$ cat src/rtl/mpr_pkg.sv
package mpr_pkg;
  localparam int REG_W = 8;

  typedef enum logic [1:0] {
    BL_FULL    = 2'b00,
    BL_CHOP    = 2'b01,
    BL_OTF     = 2'b10,
    BL_OTF_ALT = 2'b11
  } blMode_e;

  typedef struct packed {
    logic             load;
    logic             shift;
    logic             clear;
    logic [REG_W-1:0] bits;
    logic             rep;
  } beatStrobe_t;
endpackage

$ cat src/rtl/mpr_ctrl.sv
module mpr_ctrl
  import mpr_pkg::*;
#(
  parameter int QDEPTH  = 4,
  parameter int LAT_W   = 4,
  parameter int LAT_MIN = 5,
  parameter int LAT_MAX = 14
) (
  input  logic             clk,
  input  logic             rstN,
  input  logic             rdCmd,
  input  logic [2:0]       colAddr,
  input  logic             a12Bc,
  input  logic [1:0]       blMode,
  input  logic [LAT_W-1:0] readLat,
  input  logic             replicate,
  input  logic             dllLocked,
  input  logic [REG_W-1:0] regData,
  output beatStrobe_t      strobe,
  output logic             errFlag
);
  localparam int PTR_W  = (QDEPTH > 1) ? $clog2(QDEPTH) : 1;
  localparam int CNT_W  = $clog2(QDEPTH + 1);
  localparam int HALF   = REG_W / 2;
  localparam int BEAT_W = $clog2(REG_W + 1);

  logic [REG_W-1:0] slotBits [QDEPTH];
  logic             slotRep  [QDEPTH];
  logic             slotChop [QDEPTH];
  logic [LAT_W-1:0] slotWait [QDEPTH];
  logic [PTR_W-1:0] rdPtr, wrPtr;
  logic [CNT_W-1:0] count;
  logic [BEAT_W-1:0] beatsLeft;

  logic chopSel, badAddr, qFull, reject, accept, headReady, pop;
  logic [REG_W-1:0] orderedBits;
  logic [LAT_W-1:0] latClamped;

  always_comb begin
    chopSel = (blMode == BL_CHOP) | (blMode[1] & ~a12Bc);
    badAddr = (colAddr[1:0] != 2'b00) | (~chopSel & colAddr[2]);
    qFull   = (count == CNT_W'(QDEPTH));
    reject  = rdCmd & (badAddr | ~dllLocked | qFull);
    accept  = rdCmd & ~reject;
    orderedBits = (chopSel & colAddr[2]) ? (regData >> HALF) : regData;
    if (readLat < LAT_W'(LAT_MIN))      latClamped = LAT_W'(LAT_MIN);
    else if (readLat > LAT_W'(LAT_MAX)) latClamped = LAT_W'(LAT_MAX);
    else                                latClamped = readLat;
  end

  assign headReady = (count != '0) && (slotWait[rdPtr] == '0);
  assign pop       = headReady && (beatsLeft <= BEAT_W'(1));

  always_comb begin
    strobe.load  = pop;
    strobe.shift = beatsLeft > BEAT_W'(1);
    strobe.clear = (beatsLeft == BEAT_W'(1)) && !pop;
    strobe.bits  = slotBits[rdPtr];
    strobe.rep   = slotRep[rdPtr];
  end

  genvar gi;
  generate
    for (gi = 0; gi < QDEPTH; gi++) begin : g_slot
      always_ff @(posedge clk) begin
        if (!rstN) begin
          slotBits[gi] <= '0;
          slotRep[gi]  <= 1'b0;
          slotChop[gi] <= 1'b0;
          slotWait[gi] <= '0;
        end else if (accept && wrPtr == PTR_W'(gi)) begin
          slotBits[gi] <= orderedBits;
          slotRep[gi]  <= replicate;
          slotChop[gi] <= chopSel;
          slotWait[gi] <= latClamped - LAT_W'(1);
        end else if (slotWait[gi] != '0) begin
          slotWait[gi] <= slotWait[gi] - LAT_W'(1);
        end
      end
    end
  endgenerate

  always_ff @(posedge clk) begin
    if (!rstN) begin
      rdPtr     <= '0;
      wrPtr     <= '0;
      count     <= '0;
      beatsLeft <= '0;
      errFlag   <= 1'b0;
    end else begin
      errFlag <= reject;
      if (accept) wrPtr <= (wrPtr == PTR_W'(QDEPTH - 1)) ? '0 : wrPtr + PTR_W'(1);
      if (pop)    rdPtr <= (rdPtr == PTR_W'(QDEPTH - 1)) ? '0 : rdPtr + PTR_W'(1);
      case ({accept, pop})
        2'b10:   count <= count + CNT_W'(1);
        2'b01:   count <= count - CNT_W'(1);
        default: count <= count;
      endcase
      if (pop)                  beatsLeft <= slotChop[rdPtr] ? BEAT_W'(HALF) : BEAT_W'(REG_W);
      else if (beatsLeft != '0) beatsLeft <= beatsLeft - BEAT_W'(1);
    end
  end

  p_no_overflow_r10: assert property (@(posedge clk) disable iff (!rstN)
    count <= CNT_W'(QDEPTH));
  p_addr_error_r3: assert property (@(posedge clk) disable iff (!rstN)
    (rdCmd && colAddr[1:0] != 2'b00) |=> errFlag);
  p_dll_error_r8: assert property (@(posedge clk) disable iff (!rstN)
    (rdCmd && !dllLocked) |=> errFlag);
  p_full_a2_error_r4: assert property (@(posedge clk) disable iff (!rstN)
    (rdCmd && blMode == BL_FULL && colAddr[2]) |=> errFlag);
  p_one_strobe_r10: assert property (@(posedge clk) disable iff (!rstN)
    $onehot0({strobe.load, strobe.shift, strobe.clear}));
endmodule

$ cat src/rtl/mpr_datapath.sv
module mpr_datapath
  import mpr_pkg::*;
#(
  parameter int LANES  = 2,
  parameter int LANE_W = 8
) (
  input  logic                    clk,
  input  logic                    rstN,
  input  beatStrobe_t             strobe,
  output logic [LANES*LANE_W-1:0] dq,
  output logic                    dqValid
);
  logic [REG_W-1:0]  shiftReg;
  logic              repQ;
  logic              beatBit;
  logic [LANE_W-1:0] laneVal;

  always_ff @(posedge clk) begin
    if (!rstN) begin
      shiftReg <= '0;
      repQ     <= 1'b0;
      beatBit  <= 1'b0;
      dqValid  <= 1'b0;
    end else if (strobe.load) begin
      shiftReg <= strobe.bits >> 1;
      repQ     <= strobe.rep;
      beatBit  <= strobe.bits[0];
      dqValid  <= 1'b1;
    end else if (strobe.shift) begin
      shiftReg <= shiftReg >> 1;
      beatBit  <= shiftReg[0];
    end else if (strobe.clear) begin
      beatBit  <= 1'b0;
      dqValid  <= 1'b0;
    end
  end

  assign laneVal = repQ ? {LANE_W{beatBit}} : {{(LANE_W-1){1'b0}}, beatBit};

  genvar gl;
  generate
    for (gl = 0; gl < LANES; gl++) begin : g_lane
      assign dq[gl*LANE_W +: LANE_W] = laneVal;
    end
  endgenerate

  p_load_valid_r9: assert property (@(posedge clk) disable iff (!rstN)
    strobe.load |=> dqValid);
  p_shift_valid_r4: assert property (@(posedge clk) disable iff (!rstN)
    strobe.shift |=> dqValid);
  p_clear_idle_r9: assert property (@(posedge clk) disable iff (!rstN)
    strobe.clear |=> (!dqValid && dq == '0));
endmodule

$ cat src/rtl/mpr_burst_gen.sv
module mpr_burst_gen
  import mpr_pkg::*;
#(
  parameter int QDEPTH  = 4,
  parameter int LAT_W   = 4,
  parameter int LAT_MIN = 5,
  parameter int LAT_MAX = 14
) (
  input  logic             clk,
  input  logic             rstN,
  input  logic             rdCmd,
  input  logic [2:0]       colAddr,
  input  logic             a12Bc,
  input  logic [1:0]       blMode,
  input  logic [LAT_W-1:0] readLat,
  input  logic             replicate,
  input  logic             dllLocked,
  input  logic [7:0]       regData,
  output logic [15:0]      dq,
  output logic             dqValid,
  output logic             mprErr
);
  beatStrobe_t strobe;

  mpr_ctrl #(
    .QDEPTH(QDEPTH), .LAT_W(LAT_W), .LAT_MIN(LAT_MIN), .LAT_MAX(LAT_MAX)
  ) u_ctrl (
    .clk(clk), .rstN(rstN), .rdCmd(rdCmd), .colAddr(colAddr), .a12Bc(a12Bc),
    .blMode(blMode), .readLat(readLat), .replicate(replicate),
    .dllLocked(dllLocked), .regData(regData), .strobe(strobe), .errFlag(mprErr)
  );

  mpr_datapath #(.LANES(2), .LANE_W(8)) u_dp (
    .clk(clk), .rstN(rstN), .strobe(strobe), .dq(dq), .dqValid(dqValid)
  );
endmodule

$ cat config.mk
export PLATFORM = sky130hd
export DESIGN_NAME = mpr_burst_gen
export DESIGN_NICKNAME = d
export VERILOG_FILES = /design/src/rtl/mpr_pkg.sv /design/src/rtl/mpr_ctrl.sv /design/src/rtl/mpr_datapath.sv /design/src/rtl/mpr_burst_gen.sv
export SDC_FILE = /design/constraint.sdc
export NUM_CORES = 1
export LEC_CHECK = 0
export ABC_AREA = 1
export BUFFER_PORTS_ARGS = -buffer_cell sky130_fd_sc_hd__buf_4
export CAP_MARGIN = 5
export CORE_MARGIN = 3
export CORE_UTILIZATION = 54
export DETAILED_ROUTE_END_ITERATION = 12
export PLACE_DENSITY_LB_ADDON = 0.15
export SYNTH_ARGS = -nofsm -noshare
export SYNTH_HDL_FRONTEND = slang
export SYNTH_SLANG_ARGS = --single-unit
$ cat constraint.sdc
create_clock -name clk -period 2.1 [get_ports clk]
set_input_delay 0.105 -clock clk [delete_from_list [all_inputs] [get_ports clk]]
set_output_delay 0.105 -clock clk [all_outputs]
set_load 0.02 [all_outputs]
==> impl_results.md <==
* Port Buffers at 40
* RSZ-0062 raised after global routing: yes
* Row count at 31
* PD cells at ~940 nW/µm²
* Synth area leaders: edfxtp_1, dfxtp_1, nor2_1
* Sink Count at 80
* Leakage at 2.271 nW
* Routability cong. at 0.8246
* Most frequent cells in the layout: nor2_1, nand2_1, buf_4
* Initial core utilization at 57.24%
* R2r startpoint: u_ctrl.slotWait[0][1]
* Synth top area share at 38.04%
* CTS Buf Count at 9
* H-Tree Level Count at 3
* Final Power at 4.699 mW
* Die area at 8997 µm²
* Met1 WL at 4.124 mm
* Synth Register Bits at 80
* Final WL at 9.476 mm
* Netlist area before placement at around 4300 µm²
* Hold Vio Cnt, Final at 0
* Area occupied by multi-input gates at 1807 µm²
* Synth-to-layout area growth at 16.79%
* Register area at ~2100 µm²
* Vias post-DR at 3,375
* Hold Path Origin: colAddr[2]
* Routed Antenna Nets at 0
* HPWL after DPL at approximately 6.6 mm
* Syn Nets at about 510
* Drc violations at 0
* GRT Total Usage at 21.97%
* CP max FO at 3
* CTS tree: done
* FMAX at 491.5 MHz
* Hold slack at slightly above 0.09 ns
* Worst slew margin at 69.43%
* Crit path from: u_ctrl.slotWait[0][1]
* Layout cell share with drive strength beyond 1 at 22.95%
* Syn avg cell area at 8.974 µm²
* Via density at 5.315
* Max VDD drop at 477.9 µV
* Met3 WL at approximately 540 µm
* Fillers at 619
* Yosys top cell by area: edfxtp_1
* Adder-cell share of the synthesized area at 4.579%
* Fin crit period at 2.035 ns
* Setup TNS Final at 0 ns
* Max Cap Violations at 0
* Kind of critical path: register to register
* Fin. max-slew vios at 0
* Post-synthesis mux area share at 1.174%
* Largest family of logic cells by synthesized area: simple AND/OR/NAND/NOR gates
* YS warnings at 0
* Outcome: finished, final reports clean
* Initial DRC Count at 262
* Clock transition at the registers of the reported paths at 0.09 ns
* Clk_skew at 0.01494 ns
* Vias in the first global route at 3,049
* Setup crit start kind: register
* CTS Buffer Depth at 2
* Seq/Total Area, Yosys at 50.25%
* Core area at 7447 µm²
* Crit-path cells: nor2_2, nand3_2, nand3_4, nand3_4, nor2_8, ha_4, inv_4, fa_2, a21oi_2, o21ai_1, o21ai_1, a21oi_1
* DR WL/cell at 14.92 µm
* Final period util at 96.88%
* Commonest non-fill, non-tap cell in the layout: nor2_1
* Top Metal Used: met4
* First-pass DRT Iterations at 5
* IO Count at slightly above 40
* Fin nets at 569
* First-pass GRT wire length at 15.01 mm
* Chip Width at between 90 and 100 µm
* Initial antenna violation count at 0
* Synth Area in XOR/XNOR at 2.466%
* Remaining global-route overflow at 0
* Largest net degree at the start of global routing at 30
* Critical path data arrival time at 2.28 ns
* CP required at 2.35 ns
* Antenna Cells at 0
* Gate count after technology mapping at 475
* Hold crit path type: input port to register
* Die Y at 94.85 µm
* Root Driver: clkbuf_8
* Post-synth cell types at 38
* Worst slew pin tran at 0.4586 ns
* Met2 WL at about 4.7 mm
* CP max stage delay at 0.41 ns
* CP Capture Type: register
* Clock latency on the worst-skew pair at 0.35 ns
* Critical path's slowest cell: edfxtp_1
* Endpoints failing setup at 0
* Simple-Gate Fraction of Synth Area at 24.80%
* Compound-Gate Fraction of Synth Area at 8.336%
-- final cells by class --
type,instances,share of cell area (%)
clock buffers,11,2.639
clock inverters,5,1.156
inverters,48,3.770
multi-input cells,322,36.29
flip-flops and latches,80,43.05
well taps,99,2.488
repair buffers,70,10.61
-- kinds of logic after synthesis --
logic type / Yosys count
flip-flops: 80
AND/OR/NAND/NOR: 225
XOR/XNOR: 12
buffers and inverters: 73
multiplexers: 5
adder cells (fa/ha/maj): 15
AO/OA/AOI/OAI: 65
-- synth_stat cells --
library cell,count
a211oi_1,1
a21oi_1,11
buf_1,2
buf_2,3
buf_4,16
buf_6,2
clkbuf_1,2
clkinv_1,1
dfxtp_1,26
edfxtp_1,54
fa_1,1
ha_1,14
inv_1,41
inv_2,5
inv_6,1
mux2i_1,5
nand2_1,73
nand2_2,1
nand2_4,5
nand3_1,33
nand3_2,2
nand3_4,2
nand4_1,2
nand4_4,1
nor2_1,94
nor2_2,2
nor2_4,5
nor2_8,1
nor3_1,2
o21a_1,1
o21ai_0,38
o21ai_2,2
o22ai_1,11
o32ai_1,1
or2_2,1
or2_4,1
xnor2_1,2
xor2_1,10
-- worst max-delay path, delay by kind of cell (launching register included) --
kind                     cells  cell delay (ns)
adder cells (fa/ha/maj)      2             0.50
AND/OR/NAND/NOR              5             0.60
AO/OA/AOI/OAI                4             0.38
buffers and inverters        1             0.04
flip-flops                   1             0.41
-- path summary, 6_finish.rpt --
kind | cells after the start | slack, ns | end
setup / recovery | 12 | 0.07 | u_ctrl.count[2]
hold / removal | 3 | 0.09 | u_ctrl.errFlag
setup reg to reg | 12 | 0.07 | u_ctrl.count[2]
hold reg to reg | 1 | 0.48 | u_ctrl.beatsLeft[0]
-- power by group --
group | internal (mW) | total [mW] | switching [mW] | leakage [nW]
clock network | 0.554 | 1.13 | 0.576 | 0.0977
logic | 0.627 | 1.51 | 0.879 | 1.39
registers | 1.94 | 2.06 | 0.127 | 0.782
total | 3.12 | 4.70 | 1.58 | 2.27
-- what timing repair did --
item	in CTS	in global routing
gates resized for setup	3	7
setup buffers	1	9
hold buffers	1	0
pin swaps	2	8
endpoints found under the hold margin	1	0
endpoints found under the setup margin	1	2
-- routing by layer --
metal  vias to the layer above  global-route usage (%)
met4                         0                   6.731
met5                         -                       0
met3                         8                   3.745
met1                      1584                   29.63
met2                       109                   36.23
li1                       1674                       -
-- stage by stage --
step	setup WS, ns	cells	instance area [µm²]	util (%)
floorplan	0.002407	475	4283	-
detailed placement	-0.003161	608	4677	62.80
CTS	0.007076	626	4893	65.71
global route	-0.04659	635	4979	66.85
global placement	0.07100	608	4677	62.80
finish	0.06542	635	4979	66.85
-- sequential cells by signal, indices dropped and copies added (netlist names), named ones only --
| signal | count |
|---|---|
| u_ctrl.slotWait | 16 |
| u_ctrl.slotChop | 4 |
| u_dp.beatBit | 1 |
| u_ctrl.errFlag | 1 |
| u_ctrl.count | 3 |
| u_dp.shiftReg | 7 |
| u_ctrl.wrPtr | 2 |
| u_dp.repQ | 1 |
| u_ctrl.slotBits | 32 |
| u_dp.dqValid | 1 |
| u_ctrl.rdPtr | 2 |
| u_ctrl.beatsLeft | 4 |
| u_ctrl.slotRep | 4 |
(Power assumes the default switching activity.)
